<file path="config.mk">
export PLATFORM = sky130hd
export DESIGN_NAME = chain_frame_tx
export DESIGN_NICKNAME = d
export VERILOG_FILES = /design/src/rtl/chain_tx_pkg.sv /design/src/rtl/chain_tx_halfcnt.sv /design/src/rtl/chain_tx_shreg.sv /design/src/rtl/chain_tx_setupdly.sv /design/src/rtl/chain_frame_tx.sv
export SDC_FILE = /design/constraint.sdc
export NUM_CORES = 1
export LEC_CHECK = 0
export BUFFER_PORTS_ARGS = -buffer_cell sky130_fd_sc_hd__buf_2
export CAP_MARGIN = 0
export CORE_ASPECT_RATIO = 0.9
export CORE_MARGIN = 5
export CORE_UTILIZATION = 35
export DETAILED_ROUTE_END_ITERATION = 8
export GPL_TIMING_DRIVEN = 0
export REMOVE_ABC_BUFFERS = 1
export SLEW_MARGIN = 0
export SYNTH_ARGS = -nofsm -noshare
export SYNTH_HDL_FRONTEND = slang
export SYNTH_SLANG_ARGS = --single-unit
</file>
<file path="constraint.sdc">
create_clock -name clk -period 3.9 [get_ports clk]
set_input_delay 0.585 -clock clk [delete_from_list [all_inputs] [get_ports clk]]
set_output_delay 0.585 -clock clk [all_outputs]
set_load 0.01 [all_outputs]
</file>
<file path="src/rtl/chain_tx_pkg.sv">
package chain_tx_pkg;

  localparam int unsigned WORD_W  = 31;
  localparam int unsigned SEL_BIT = 30;  // word-type selector decoded by the nodes
  localparam int unsigned TB_HI   = 29;  // reserved test field, high bit
  localparam int unsigned TB_LO   = 28;  // reserved test field, low bit

  typedef enum logic [2:0] {
    ST_IDLE,
    ST_SHIFT,
    ST_NEXT,
    ST_SETUP,
    ST_LATCH,
    ST_RS_LO,
    ST_RS_HI,
    ST_RS_TL
  } tx_state_e;

  // Node count actually used for a frame.
  function automatic int unsigned clamp_nodes(int unsigned req, int unsigned max_n);
    if (req == 0) return 1;
    if (req > max_n) return max_n;
    return req;
  endfunction

  // Half-period of the serial clock; zero is promoted to one cycle.
  function automatic int unsigned eff_half(int unsigned h);
    return (h == 0) ? 1 : h;
  endfunction

  // Minimum gap from the last serial clock rise to the latch rise.
  function automatic int unsigned setup_cycles(int unsigned base, int unsigned n,
                                               int unsigned per);
    return base + n * per;
  endfunction

  // Clear the reserved test field of configuration words.
  function automatic logic [WORD_W-1:0] scrub(logic [WORD_W-1:0] w);
    logic [WORD_W-1:0] r;
    r = w;
    if (w[SEL_BIT]) begin
      r[TB_HI] = 1'b0;
      r[TB_LO] = 1'b0;
    end
    return r;
  endfunction

endpackage

</file>
<file path="src/rtl/chain_tx_halfcnt.sv">
module chain_tx_halfcnt #(
  parameter int unsigned W = 8
) (
  input  logic         clk,
  input  logic         rst_n,
  input  logic         clr,
  input  logic [W-1:0] half,
  output logic         tick
);
  logic [W-1:0] cnt;

  assign tick = !clr && (cnt == half - W'(1));

  always_ff @(posedge clk) begin
    if (!rst_n || clr || tick) cnt <= '0;
    else                       cnt <= cnt + W'(1);
  end
endmodule

</file>
<file path="src/rtl/chain_tx_shreg.sv">
module chain_tx_shreg #(
  parameter int unsigned WORD_W = 31,
  localparam int unsigned IDX_W = $clog2(WORD_W)
) (
  input  logic              clk,
  input  logic              rst_n,
  input  logic              load,
  input  logic              shift,
  input  logic [WORD_W-1:0] din,
  output logic              msb,
  output logic              last
);
  logic [WORD_W-1:0] sr;
  logic [IDX_W-1:0]  bidx;

  assign msb  = sr[WORD_W-1];
  assign last = (bidx == '0);

  always_ff @(posedge clk) begin
    if (!rst_n) begin
      sr   <= '0;
      bidx <= '0;
    end else if (load) begin
      sr   <= din;
      bidx <= IDX_W'(WORD_W - 1);
    end else if (shift) begin
      sr   <= {sr[WORD_W-2:0], 1'b0};
      bidx <= bidx - IDX_W'(1);
    end
  end
endmodule

</file>
<file path="src/rtl/chain_tx_setupdly.sv">
module chain_tx_setupdly #(
  parameter int unsigned W = 16
) (
  input  logic         clk,
  input  logic         rst_n,
  input  logic         load,
  input  logic [W-1:0] target,
  output logic         done
);
  logic [W-1:0] cnt;

  assign done = (cnt == '0);

  always_ff @(posedge clk) begin
    if (!rst_n)     cnt <= '0;
    else if (load)  cnt <= target;
    else if (!done) cnt <= cnt - W'(1);
  end
endmodule

</file>
<file path="src/rtl/chain_frame_tx.sv">
module chain_frame_tx
  import chain_tx_pkg::*;
#(
  parameter int unsigned MAX_NODES = 250,
  parameter int unsigned CFG_W     = 8,
  parameter int unsigned BASE_DLY  = 2
) (
  input  logic              clk,
  input  logic              rst_n,
  input  logic [CFG_W-1:0]  cfg_nodes,
  input  logic [CFG_W-1:0]  cfg_half,
  input  logic [CFG_W-1:0]  cfg_node_dly,
  input  logic              in_valid,
  output logic              in_ready,
  input  logic [30:0]       in_word,
  input  logic              en_req,
  input  logic              restart_req,
  output logic              sclk,
  output logic              sdata,
  output logic              latch,
  output logic              oe_n,
  output logic              busy
);
  localparam int unsigned NODE_W = $clog2(MAX_NODES + 1);
  localparam int unsigned DLY_W  = $clog2(BASE_DLY + MAX_NODES * ((1 << CFG_W) - 1) + 1);

  tx_state_e st, st_n;
  logic ph, ph_n;
  logic [NODE_W-1:0] node_cnt, n_snap;
  logic [CFG_W-1:0]  h_snap, per_snap;
  logic half_done, cnt_clr, bit_last, load_en, shift_en, dly_load, dly_done;
  logic snap_en;

  // Named internal events used by the checker.
  logic [DLY_W-1:0] setup_need;
  logic             rs_active;

  assign setup_need = DLY_W'(setup_cycles(BASE_DLY, 32'(n_snap), 32'(per_snap)));
  assign rs_active  = (st == ST_RS_LO) || (st == ST_RS_HI) || (st == ST_RS_TL);
  assign in_ready   = ((st == ST_IDLE) && !restart_req) || (st == ST_NEXT);
  assign cnt_clr    = (st == ST_IDLE) || (st == ST_NEXT) || (st == ST_SETUP);
  assign snap_en    = (st == ST_IDLE) && (restart_req || in_valid);

  chain_tx_halfcnt #(.W(CFG_W)) u_half (
    .clk(clk), .rst_n(rst_n), .clr(cnt_clr), .half(h_snap), .tick(half_done)
  );

  chain_tx_shreg #(.WORD_W(WORD_W)) u_sr (
    .clk(clk), .rst_n(rst_n), .load(load_en), .shift(shift_en),
    .din(scrub(in_word)), .msb(sdata), .last(bit_last)
  );

  chain_tx_setupdly #(.W(DLY_W)) u_dly (
    .clk(clk), .rst_n(rst_n), .load(dly_load), .target(setup_need), .done(dly_done)
  );

  always_comb begin
    st_n     = st;
    ph_n     = ph;
    load_en  = 1'b0;
    shift_en = 1'b0;
    dly_load = 1'b0;
    unique case (st)
      ST_IDLE: begin
        ph_n = 1'b0;
        if (restart_req) st_n = ST_RS_LO;
        else if (in_valid) begin
          load_en = 1'b1;
          st_n    = ST_SHIFT;
        end
      end
      ST_SHIFT: begin
        if (half_done) begin
          if (!ph) ph_n = 1'b1;
          else begin
            ph_n = 1'b0;
            if (!bit_last) shift_en = 1'b1;
            else if (node_cnt == n_snap) begin
              st_n     = ST_SETUP;
              dly_load = 1'b1;
            end else st_n = ST_NEXT;
          end
        end
      end
      ST_NEXT: begin
        if (in_valid) begin
          load_en = 1'b1;
          st_n    = ST_SHIFT;
        end
      end
      ST_SETUP: if (dly_done) st_n = ST_LATCH;
      ST_LATCH: if (half_done) st_n = ST_IDLE;
      ST_RS_LO: if (half_done) st_n = ST_RS_HI;
      ST_RS_HI: if (half_done) st_n = ST_RS_TL;
      ST_RS_TL: if (half_done) st_n = ST_IDLE;
      default:  st_n = ST_IDLE;
    endcase
  end

  always_ff @(posedge clk) begin
    if (!rst_n) begin
      st       <= ST_IDLE;
      ph       <= 1'b0;
      node_cnt <= '0;
      n_snap   <= NODE_W'(1);
      h_snap   <= CFG_W'(1);
      per_snap <= '0;
      sclk     <= 1'b0;
      latch    <= 1'b0;
      busy     <= 1'b0;
      oe_n     <= 1'b1;
    end else begin
      st    <= st_n;
      ph    <= ph_n;
      sclk  <= ((st_n == ST_SHIFT) && ph_n) || (st_n == ST_RS_HI);
      latch <= (st_n == ST_LATCH);
      busy  <= (st_n != ST_IDLE);
      oe_n  <= !en_req || (st_n == ST_RS_LO) || (st_n == ST_RS_HI) || (st_n == ST_RS_TL);
      if (snap_en) begin
        n_snap   <= NODE_W'(clamp_nodes(32'(cfg_nodes), MAX_NODES));
        h_snap   <= CFG_W'(eff_half(32'(cfg_half)));
        per_snap <= cfg_node_dly;
      end
      if (load_en) node_cnt <= (st == ST_IDLE) ? NODE_W'(1) : node_cnt + NODE_W'(1);
    end
  end

endmodule

</file>
[Yosys cells after proc, flatten, opt, wreduce, memory -nomap -nowiden]
Index checks and enable logic that the tools add are counted.
Storage, ports and cells
  output and inout bits: 6
  input port bits: 60
  bits in registers: 100
  logic and storage cells: 112
Cells by class
  add/sub/neg operators: 6
  muxes and demuxes: 46
  magnitude comparators: 1
  multipliers: 1
  eq/ne operators: 15
  bitwise operators: 1
  reduce and logical (&&, ||, !) cells: 27
Operators by type and width (number)
  2-to-1 mux 31 bit: 2
  2-to-1 mux 8 bit: 5
  2-to-1 mux 16 bit: 2
  2-to-1 mux 3 bit: 9
  == test 3 bit (second input constant): 8
  2-to-1 mux 1 bit: 22
  case mux 3 bit (7 select lines): 1
  adder 2 x 16 -> 16 bit (first input constant): 1
  adder 8 x 1 -> 8 bit (second input constant): 2
  == test 8 bit: 2
  logical NOT 16 bit: 1
  logical NOT 8 bit: 2
  multiplier 8 x 8 -> 16 bit: 1
  subtractor 16 x 1 -> 16 bit (second input constant): 1
  logical OR 1 bit: 10
  2-to-1 mux 5 bit: 2
  greater-than comparator 8 bit (second input constant): 1
  subtractor 8 x 1 -> 8 bit (second input constant): 1
  == test 3 x 1 -> 1 bit (second input constant): 2
  == test 3 x 2 -> 1 bit (second input constant): 2
  logical NOT 5 bit: 1
  subtractor 5 x 1 -> 5 bit (second input constant): 1
  logical AND 1 bit: 4
  logical NOT 1 bit: 4
  8 further kinds: 10

[Logic depth before layout (Yosys ltp)]
  depth in word-level cells: 11
  gate-level depth with buffers: 18

[Modules after synthesis]
Synthesis repeated with hierarchy kept, for this count alone.
Second synthesis, totals
  cells, all modules: 861
  area, all modules: 7389.6 um^2
Modules (own cells, without submodules)
  chain_frame_tx: seq. area each 800.8 um^2, area an instance 4106.4 um^2, cells each 488, instances 1
  chain_tx_shreg: seq. area each 720.7 um^2, area an instance 1759.2 um^2, cells each 191, instances 1
  chain_tx_setupdly: seq. area each 320.3 um^2, area an instance 895.9 um^2, cells each 104, instances 1
  chain_tx_halfcnt: seq. area each 160.2 um^2, area an instance 628.1 um^2, cells each 78, instances 1

[Least setup slack after synthesis]
No wires, ideal clock.
  path kind: register to register
  start: register n_snap[0]
  end: register u_dly.cnt[13]
  path buffers: 1
  arrival: 4.199 ns
  stages on the path, launching flop included: 18
  data required time: 3.830 ns
  slack: -0.370 ns
  cell sequence: dfxtp_1 clkbuf_1 nand2_1 fa_1 fa_1 inv_1 fa_1 inv_1 fa_1 inv_1 ha_1 o21a_1 o31a_1 o211ai_1 a21o_1 a31oi_1 a311o_1 a21oi_1
On the way
  cells in the longest elaborated chain, start to end: 7
RTL lines
  from (decl): line chain_frame_tx.sv:29  | logic [NODE_W-1:0] node_cnt, n_snap;
  from (signal assigned): line chain_frame_tx.sv:120  | n_snap <= NODE_W'(clamp_nodes(32'(cfg_nodes), MAX_NODES));
  branches (longest 7 deep; another with multiplier 8 x 8 -> 16 bit)
  to (signal assigned): line chain_tx_setupdly.sv:16  | else if (load) cnt <= target;
  to (signal assigned): line chain_tx_setupdly.sv:17  | else if (!done) cnt <= cnt - W'(1);
  to (decl): line chain_tx_setupdly.sv:10  | logic [W-1:0] cnt;
Several ways; the timed one is not identified.
A chain may end at the register's enable or synchronous reset.

[Worst setup path in the final report]
  start: register n_snap[5]
  end: register u_dly.cnt[13]
Same word-level chain as after synthesis.

==> qor.yml <==
yosys_warnings: 0
hold_depth: 3
ys_types: 64
first_pass_iters: 4
path_common_cell: "fa_1"
grt_usage_pct: 14.4
multi_input_area_um2: 4950
power_frac_clock_pct: 22.1
r2r-start: "n_snap[5]"
clk_latency_ns: 0.35
cpPeakStageDelay_ns: 0.53
synth_seq_cells: 100
fmax_mhz: 243
fin_crit_sh_pct: 106
gp_congestion: 0.788
grt.overflow.total: 0
cap_violations: 0
hold_path_end: "per_snap[3]"
ys_async_sr_fraction_pct: 0
place_hpwl_um: 11700
p_leak_nw: 3.49
cp-start-kind: "register"
routedWlPerCell_um: 14.3
clk_pin_slew_ns: 0.08
regArea_um2: 2050
arrival_ns: 4.39
slowest_stage: "fa_1"
grt_pass1_wl_um: 28500
synth_edf_count: 0
synth_flop_cell: "dfxtp_1"
finalHoldViolations: 0
seqPwrFrac_pct: 35.1
placed_cell_area_um2: 7590
path_depth: 17
drive_gt1_share_pct: 21.1
worstHoldStart: "cfg_node_dly[3]"
ir_drop_v: 0.000248
ys_seq_area_share_pct: 28.3
crit_path_start: "n_snap[5]"
syn_inst: 837
final_cell_area_um2: 8470
cp-end-kind: "register"
regToRegSetupSlack_ns: -0.22
post-place-ws_ns: -0.713
tns_ns: -0.897
period_minus_slack_ns: 4.12
cp_top_family: "adder cells"
initialDrtViolationCount: 425
p_sw_mw: 1.62
path_buf_inv: 5
reg2regPathDepth: 17
cts.sinks: 100
status: "finished with violations"
cts_root_buffer: "clkbuf_16"
wirelength_um: 16600
drv_slew: 0
rsz0062_at_grt: "true"
p_int_mw: 2.53
crit_chain: "and2_4 -> fa_1 -> inv_1 -> fa_1 -> inv_1 -> fa_1 -> inv_1 -> fa_1 -> inv_2 -> ha_4 -> o21a_1 -> o31a_1 -> o211ai_1 -> a21o_1 -> buf_6 -> a311o_1 -> a21oi_1"
grt_pass1_vias: 5895
sw_frac_of_total_pct: 39.1
grt_max_degree: 66
clock_path_buffers: 2
setup_viol: 7
violations: "negative setup slack"
area_growth_pct: 19.5
worstPathRequired_ns: 4.17
rows: 49
drc_errors: 0
cp_max_fo: 3
postCtsHoldBufs: 0
cts_buffers: 9
die_w_um: 160
io_pins: 66
n_antenna_cell: 0
p_per_area_nw_per_um2: 490
chipHeight_um: 145
r2r_end: "u_dly.cnt[13]"
slew_headroom_pct: 27.8
vias: 5936
hold_ws_ns: 0.452
routed_via_density: 5.12
pwr-share-comb_pct: 42.8
cts.htree.levels: 3
finalNetCount: 1037
initial_core_util_pct: 35.6
worstMarginPinSlew_ns: 1.08
clock_skew_ns: 0.00806
cts_tree: "yes"
port_buffers: 65
antenna_left: 0
dieArea_um2: 23200
fill_cells: 1945
syn_avg_cell_area_um2: 8.47
netlist_area_um2: 7090
antenna_found_initial: 0
core_area_um2: 19900
setup_ws_ns: -0.217
hp-class: "in -> reg"
setup.worst_path.class: "reg -> reg"
state kept, by name, summed over array words and instances, names as in the netlist, 3 cells and up:
| signal | flops |
|---|---|
| u_sr.sr | 31 |
| u_dly.cnt | 16 |
| h_snap | 8 |
| n_snap | 8 |
| node_cnt | 8 |
| per_snap | 8 |
| u_half.cnt | 8 |
| u_sr.bidx | 5 |
| st | 3 |
area by class of cell:
| type | instances | share of cell area (%) |
|---|---|---|
| multi-input cells | 625 | 58.4 |
| flip-flops and latches | 100 | 24.2 |
| repair buffers | 94 | 7.05 |
| well taps | 255 | 3.77 |
| inverters | 70 | 3.10 |
| clock buffers | 11 | 2.75 |
| clock inverters | 5 | 0.709 |
cell usage in the layout, fill, tap and decap left out, types with 6 or more instances in the layout:
| master | n |
|---|---|
| a21oi_1 | 80 |
| and2_1 | 51 |
| and2_4 | 8 |
| and3_1 | 6 |
| buf_2 | 65 |
| buf_4 | 18 |
| buf_6 | 9 |
| clkbuf_16 | 9 |
| dfxtp_1 | 86 |
| dfxtp_4 | 12 |
| fa_1 | 32 |
| ha_1 | 28 |
| ha_4 | 11 |
| inv_1 | 62 |
| inv_2 | 8 |
| mux2i_1 | 30 |
| nand2_1 | 76 |
| nand2b_1 | 9 |
| nand3_1 | 26 |
| nand4_1 | 10 |
| nor2_1 | 41 |
| nor3_1 | 14 |
| nor4_1 | 9 |
| o211ai_1 | 8 |
| o21ai_0 | 45 |
| or3_1 | 6 |
| xnor2_1 | 18 |
| xor2_1 | 32 |
worst max path at each step:
stage,slack [ns],endpoint
after global routing,-0.38,u_dly.cnt[13]
after floorplan,-0.27,u_dly.cnt[13]
after CTS,-0.23,u_dly.cnt[13]
after global placement,-0.77,u_dly.cnt[14]
final,-0.22,u_dly.cnt[13]
after detailed placement,-0.71,u_dly.cnt[13]
worst min-delay path, stage by stage:
cell and delay [ns]:
buf_2 0.09, nand2_1 0.04, a21oi_1 0.05
kinds of logic after synthesis:
group | Yosys count | synth area share [%]
buf+inv | 112 | 6.57
compound gates | 185 | 16.3
simple gates | 281 | 20.5
mux | 31 | 4.40
xor+xnor | 51 | 6.52
flops | 100 | 28.3
fa+ha+maj | 77 | 17.5
metal layers:
metal | up-vias | GRT usage [%] | share of wire [%]
met2 | 73 | 24.4 | 49
met5 | - | 0 | 0
met4 | 0 | 3.96 | 1.4
met3 | 19 | 2.35 | 3.0
met1 | 2854 | 19.0 | 47
li1 | 2990 | - | -
metrics by stage:
| stage | power (mW) | instances | util (%) |
|---|---|---|---|
| floorplan | 2.58 | 795 | - |
| global placement | 2.96 | 1115 | 37.8 |
| detailed placement | 3.00 | 1118 | 38.1 |
| CTS | 4.10 | 1155 | 41.7 |
| global route | 4.49 | 1160 | 42.5 |
| finish | 4.15 | 1160 | 42.5 |
cells in the mapped netlist, drive strengths merged, types with 2 or more instances:
cell	n	share of area, %
or3	6	0.53
a311oi	2	0.42
dfxtp	100	28
xor2	32	4.0
nor2b	4	0.35
o211ai	8	0.85
or4	3	0.37
fa	37	10
a2111oi	4	0.85
a211oi	7	0.74
nand4	10	0.88
a311o	3	0.42
clkbuf	34	1.8
xnor2	18	2.2
o31a	3	0.37
mux2i	30	4.2
nor3	16	1.2
nor4	11	1.3
a31oi	2	0.18
inv	70	3.7
nand2	77	4.1
buf	8	1.1
o21ai	48	3.4
ha	40	7.1
and2	60	5.3
or2	5	0.44
a22oi	3	0.32
o221ai	2	0.25
nor2	42	2.2
a21oi	84	5.9
o21a	4	0.42
o21bai	2	0.21
a21o	2	0.21
and3	8	0.71
nand2b	9	0.79
nand3	26	1.8
repair_timing:
| item | in CTS | in global routing |
|---|---|---|
| buffers inserted | 22 | 5 |
| gates cloned | 0 | 0 |
| pin swaps | 36 | 25 |
| setup endpoints to repair | 9 | 8 |
| gates resized for setup | 67 | 28 |
power groups by stage:
stage | combinational [mW] | clock [mW] | sequential, mW
floorplan | 1.18 | 0 | 1.40
global placement | 1.48 | 0 | 1.48
detailed placement | 1.52 | 0 | 1.49
CTS | 1.71 | 0.946 | 1.45
global route | 2.01 | 0.989 | 1.49
finish | 1.78 | 0.916 | 1.46
Power figures use the tool's default switching activity.
